$ cat config.mk
export PLATFORM = sky130hd
export DESIGN_NAME = irq_status_unit
export DESIGN_NICKNAME = d
export VERILOG_FILES = /design/src/rtl/irq_su_pkg.sv /design/src/rtl/irq_su_decode.sv /design/src/rtl/irq_su_merge.sv /design/src/rtl/irq_su_status.sv /design/src/rtl/irq_su_notify.sv /design/src/rtl/irq_status_unit.sv
export SDC_FILE = /design/constraint.sdc
export NUM_CORES = 1
export LEC_CHECK = 0
export ABC_AREA = 1
export BUFFER_PORTS_ARGS = -buffer_cell sky130_fd_sc_hd__buf_2
export CORE_MARGIN = 10
export CORE_UTILIZATION = 42
export DETAILED_ROUTE_END_ITERATION = 10
export PLACE_DENSITY = 0.7
export SYNTH_ARGS = -nofsm -noshare
export SYNTH_HDL_FRONTEND = slang
export SYNTH_SLANG_ARGS = --single-unit
$ cat constraint.sdc
create_clock -name clk -period 1.9 [get_ports clk]
set_clock_uncertainty 0.1 [all_clocks]
set_input_delay 0.38 -clock clk [delete_from_list [all_inputs] [get_ports clk]]
set_output_delay 0.38 -clock clk [all_outputs]
set_load 0.02 [all_outputs]
$ cat src/rtl/irq_su_pkg.sv
package irq_su_pkg;

   typedef enum logic [1:0] {
      OP_NONE = 2'd0,
      OP_SET  = 2'd1,
      OP_CLR  = 2'd2
   } reg_op_e;

endpackage

$ cat src/rtl/irq_su_decode.sv
module irq_su_decode
   import irq_su_pkg::*;
#(
   parameter int unsigned ADDR_W  = 8,
   parameter logic [ADDR_W-1:0] OFS_SET = 8'h60,
   parameter logic [ADDR_W-1:0] OFS_CLR = 8'h64
) (
   input  logic              wr,
   input  logic [ADDR_W-1:0] addr,
   output reg_op_e           op
);

   if (OFS_SET == OFS_CLR) begin : g_bad_ofs
      $error("irq_su_decode: set and clear offsets must differ");
   end

   always_comb begin
      op = OP_NONE;
      if (wr) begin
         if (addr == OFS_SET)      op = OP_SET;
         else if (addr == OFS_CLR) op = OP_CLR;
      end
   end

endmodule

$ cat src/rtl/irq_su_merge.sv
module irq_su_merge #(
   parameter int unsigned DATA_W  = 32,
   parameter int unsigned N_SRC   = 2,
   parameter int unsigned POS_W   = 8,
   parameter logic [N_SRC*POS_W-1:0] SRC_POS = {8'd8, 8'd0}
) (
   input  logic [N_SRC-1:0]  src_raise,
   input  logic              sw_set,
   input  logic [DATA_W-1:0] sw_mask,
   output logic              raise_evt,
   output logic [DATA_W-1:0] raise_mask
);

   logic [DATA_W-1:0] src_mask [N_SRC];

   for (genvar i = 0; i < N_SRC; i++) begin : g_src
      localparam int unsigned BITPOS = int'(SRC_POS[i*POS_W +: POS_W]);
      if (BITPOS >= DATA_W) begin : g_bad_pos
         $error("irq_su_merge: source bit position outside status word");
      end
      assign src_mask[i] = src_raise[i] ? (DATA_W'(1) << BITPOS) : '0;
   end

   always_comb begin
      raise_mask = sw_set ? sw_mask : '0;
      for (int k = 0; k < N_SRC; k++) begin
         raise_mask = raise_mask | src_mask[k];
      end
   end

   assign raise_evt = sw_set | (|src_raise);

endmodule

$ cat src/rtl/irq_su_status.sv
module irq_su_status #(
   parameter int unsigned DATA_W = 32
) (
   input  logic              clk,
   input  logic              rst_n,
   input  logic [DATA_W-1:0] raise_mask,
   input  logic              clr_evt,
   input  logic [DATA_W-1:0] clr_mask,
   output logic [DATA_W-1:0] status_q,
   output logic              next_nz
);

   logic [DATA_W-1:0] status_d;

   always_comb begin
      status_d = status_q | raise_mask;
      if (clr_evt) status_d = status_d & ~clr_mask;
   end

   assign next_nz = |status_d;

   always_ff @(posedge clk or negedge rst_n) begin
      if (!rst_n) status_q <= '0;
      else        status_q <= status_d;
   end

endmodule

$ cat src/rtl/irq_su_notify.sv
module irq_su_notify (
   input  logic clk,
   input  logic rst_n,
   input  logic msi_mode,
   input  logic raise_evt,
   input  logic clr_evt,
   input  logic next_nz,
   output logic irq_level,
   output logic msg_pulse
);

   always_ff @(posedge clk or negedge rst_n) begin
      if (!rst_n) begin
         irq_level <= 1'b0;
         msg_pulse <= 1'b0;
      end else begin
         msg_pulse <= msi_mode & raise_evt & next_nz;
         if (!msi_mode) begin
            if (raise_evt && next_nz)     irq_level <= 1'b1;
            else if (clr_evt && !next_nz) irq_level <= 1'b0;
         end
      end
   end

endmodule

$ cat src/rtl/irq_status_unit.sv
module irq_status_unit
   import irq_su_pkg::*;
#(
   parameter int unsigned DATA_W  = 32,
   parameter int unsigned ADDR_W  = 8,
   parameter int unsigned N_SRC   = 2,
   parameter int unsigned POS_W   = 8,
   parameter logic [N_SRC*POS_W-1:0] SRC_POS = {8'd8, 8'd0},
   parameter logic [ADDR_W-1:0] OFS_STATUS = 8'h24,
   parameter logic [ADDR_W-1:0] OFS_SET    = 8'h60,
   parameter logic [ADDR_W-1:0] OFS_CLR    = 8'h64
) (
   input  logic              clk,
   input  logic              rst_n,
   input  logic              reg_wr,
   input  logic [ADDR_W-1:0] reg_addr,
   input  logic [DATA_W-1:0] reg_wdata,
   output logic [DATA_W-1:0] reg_rdata,
   input  logic [N_SRC-1:0]  src_raise,
   input  logic              msi_mode,
   output logic              irq_level,
   output logic              msg_pulse
);

   if (N_SRC < 1) begin : g_bad_nsrc
      $error("irq_status_unit: need at least one internal source");
   end

   reg_op_e           op;
   logic              raise_evt;
   logic              clr_evt;
   logic              next_nz;
   logic [DATA_W-1:0] raise_mask;
   logic [DATA_W-1:0] status_q;

   irq_su_decode #(
      .ADDR_W (ADDR_W),
      .OFS_SET(OFS_SET),
      .OFS_CLR(OFS_CLR)
   ) u_decode (
      .wr  (reg_wr),
      .addr(reg_addr),
      .op  (op)
   );

   irq_su_merge #(
      .DATA_W (DATA_W),
      .N_SRC  (N_SRC),
      .POS_W  (POS_W),
      .SRC_POS(SRC_POS)
   ) u_merge (
      .src_raise (src_raise),
      .sw_set    (op == OP_SET),
      .sw_mask   (reg_wdata),
      .raise_evt (raise_evt),
      .raise_mask(raise_mask)
   );

   assign clr_evt = (op == OP_CLR);

   irq_su_status #(
      .DATA_W(DATA_W)
   ) u_status (
      .clk       (clk),
      .rst_n     (rst_n),
      .raise_mask(raise_mask),
      .clr_evt   (clr_evt),
      .clr_mask  (reg_wdata),
      .status_q  (status_q),
      .next_nz   (next_nz)
   );

   irq_su_notify u_notify (
      .clk      (clk),
      .rst_n    (rst_n),
      .msi_mode (msi_mode),
      .raise_evt(raise_evt),
      .clr_evt  (clr_evt),
      .next_nz  (next_nz),
      .irq_level(irq_level),
      .msg_pulse(msg_pulse)
   );

   assign reg_rdata = (reg_addr == OFS_STATUS) ? status_q : '0;

endmodule

==> Implementation_results.wiki <==
{| class="wikitable"
! Metric !! Value
|-
| Worst setup margin || 0.0597 ns
|-
| Routed wire length || 6.40 mm
|-
| Clk buf depth || 2
|-
| Pins over their slew limit || 0
|-
| Critical path destination || reg_rdata[30]
|-
| Maximum net fanout on the critical path || 16
|-
| Gate Count Post-Synth || 356
|-
| Clock tree from TritonCTS || built
|-
| Sequential-to-total area share from yosys stat || 0.394
|-
| Crit path capture type || output pin
|-
| Initial Utilization || 0.429
|-
| Fin Hold WS || 0.00756 ns
|-
| Crit path launch || reg_addr[3]
|-
| Clk Latency, worst-skew pair || 0.29 ns
|-
| Final global-route overflow total || 0
|-
| # fillers || 482
|-
| Standard-cell row count || 26
|-
| Clock-pin slew of the registers on the worst-case setup and hold paths || 0.07 ns
|-
| Final hold violation count || 0
|-
| Setup crit start kind || primary input
|-
| Flop2flop setup slack || 0.43 ns
|-
| Critical path data arrival time || 1.36 ns
|-
| Post-detailed-route DRC marker count || 0
|-
| Kind of cell with the highest combined delay on the critical path || buffers and inverters
|-
| Timing-limited maximum frequency || 543 MHz
|-
| Highest-delay cell along the critical path || buf_4
|-
| Routability congestion estimate from global placement || 0.879
|-
| Max-cap check violation count || 0
|-
| Count of TritonRoute iterations in the first routing pass || 5
|-
| Depth of the worst register-to-register path || 11
|-
| Power Total || 1.79 mW
|-
| Global routing usage summed across all routing layers || 0.145
|-
| Share of layout cells above drive strength 1 || 0.279
|-
| Count of state elements after synthesis || 34
|-
| Minimum clock period after layout || 1.84 ns
|-
| Clock tree sinks || 34
|-
| Clock Root Buffer || clkbuf_8
|-
| Total of endpoints with negative setup slack in the final report || 0
|-
| Required time of the critical path || 1.42 ns
|-
| Global-route wire length before repair || 10.4 mm
|-
| Via density per instance || 4.56
|-
| Run status || completed
|-
| Initial antenna violation count || 0
|-
| Cell breakdown of the critical path || buf_2 -> inv_2 -> nand2_1 -> nor2_4 -> buf_4 -> nand2_1 -> buf_4 -> nor2_1 -> buf_4
|-
| Leakage dissipation || 1.70 nW
|-
| Maximum number of pins on one net before global-route repair || 40
|-
| Hold-fix buffers, CTS || 0
|-
| Most common cell after layout, fill and taps aside || nand2_1
|-
| Source of the worst register-to-register timing path || u_status.status_q[23]
|-
| Actual slew at the worst max-slew pin || 0.438 ns
|-
| Count of port buffers added during placement || 79
|-
| End of the worst register-to-register path || u_notify.irq_level
|-
| Worst path depth || 9
|-
| Max stage delay on crit path || 0.20 ns
|-
| TritonCTS buffer count || 5
|-
| Detailed Route Iter0 Violations || 115
|-
| Part of the cycle the worst path needs || 0.969
|-
| Chip Height || 91.8 um
|-
| Setup total negative slack || 0 ns
|-
| Worst path most repeated cell || buf_4
|-
| Most frequent cells in the layout || nand2_1, inv_1, buf_4
|-
| Synthesized net count || 402
|-
| Min-Delay Path Class || in2async
|-
| Synth Area per Inst || 6.07 um^2
|-
| Average wire length per cell after detail routing || 12.1 um
|-
| Setup repair after global routing missed its margin || yes
|-
| Worst setup slack before clock tree synthesis || -0.186 ns
|-
| Net count, final || 503
|-
| Total core area || 0.00504 mm^2
|-
| Count of antenna diodes in the layout || 0
|-
| Count of H-tree levels built during CTS || 2
|-
| Critical setup path kind || in2out
|-
| Die Wd || 91.8 um
|-
| Worst supply voltage drop on vdd || 380 uV
|-
| Area growth from synthesis to layout || 42.1%
|-
| Vias in the first global route || 2,399
|-
| Vias || 2,406
|-
| Boundary Pins || 80
|-
| Routed Antenna Nets || 0
|-
| Area of the die || 0.00842 mm^2
|-
| Slew Limit Headroom || 0.708
|-
| Number of buffer and inverter stages on the critical path || 5
|-
| Pwr Density || 584 mW/mm^2
|-
| Number of distinct library cells after synthesis || 17
|-
| Yosys warnings || 0
|-
| Sum of net half-perimeters after detailed placement || 4.79 mm
|-
| Syn Std Cell Area || 0.00216 mm^2
|}
[state kept, by name, indices dropped and copies added, names as in the netlist]
register,cells
u_notify.irq_level,1
u_status.status_q,32
u_notify.msg_pulse,1
[layer usage]
layer | vias to the layer above | share of wire | track usage
met5 | - | 0 | 0
met4 | 0 | 0.0086 | 0.0347
met3 | 6 | 0.073 | 0.0497
met2 | 69 | 0.47 | 0.255
met1 | 1092 | 0.44 | 0.167
li1 | 1239 | - | -
[worst min path at each step]
stage,end,slack [ns],startpoint,cells past startpoint
floorplan,u_notify.irq_level,-0.02,rst_n,0
global route,u_status.status_q[26],0.05,rst_n,2
global placement,u_status.status_q[26],0.34,rst_n,2
detailed placement,u_status.status_q[26],0.34,rst_n,2
finish,u_status.status_q[25],0.008,rst_n,2
CTS,u_status.status_q[26],0.03,rst_n,2
[final cells by class]
cell class | count | area, um^2 | area share
clock buffers | 5 | 68.8 | 0.0224
clock inverters | 3 | 68.8 | 0.0224
inverters | 73 | 277 | 0.0900
multi-input cells | 236 | 986 | 0.321
flip-flops and latches | 34 | 851 | 0.277
well taps | 70 | 87.6 | 0.0285
repair buffers | 107 | 733 | 0.239
[where the power goes]
group / internal (mW) / switching [mW] / leakage, nW / total [mW]
combinational: 0.0893 / 0.130 / 1.27 / 0.220
clock: 0.526 / 0.283 / 0.0683 / 0.808
sequential: 0.755 / 0.0116 / 0.357 / 0.766
[synthesized netlist by cell type]
cell type / n / area share
nor3_1: 1 / 0.0023
buf_6: 2 / 0.010
buf_2: 7 / 0.016
inv_2: 3 / 0.0052
nand3_1: 44 / 0.10
inv_1: 70 / 0.12
nor2_4: 1 / 0.0052
buf_4: 1 / 0.0035
dfrtp_1: 34 / 0.39
nor2_1: 55 / 0.095
nand2_1: 130 / 0.23
and2_1: 1 / 0.0029
o21ai_0: 1 / 0.0023
or3_1: 1 / 0.0029
nor2_2: 1 / 0.0029
nand2_2: 1 / 0.0029
clkbuf_1: 3 / 0.0052
[logic make-up after synthesis]
kind of cell / synth area share
AND/OR/NAND/NOR: 0.442
buffers and inverters: 0.162
flip-flops: 0.394
AO/OA/AOI/OAI: 0.00231
[through the flow]
stage          cells  cell area (um^2)   util
2_1_floorplan    356              2160      -
4_1_cts          526              2940  0.584
6_report         528              3070  0.609
3_3_place_gp     518              2800  0.556
3_5_place_dp     518              2800  0.556
5_1_grt          528              3070  0.609
[repair_timing]
| action | 4_1_cts | 5_1_grt |
|---|---|---|
| setup endpoints to repair | 1 | 33 |
| pin swaps | 0 | 1 |
| hold endpoints to repair | 0 | 0 |
| gates cloned | 0 | 1 |
| resized for setup | 1 | 36 |
| buffers inserted | 0 | 1 |
No activity file was read; power rests on OpenSTA's default activity.
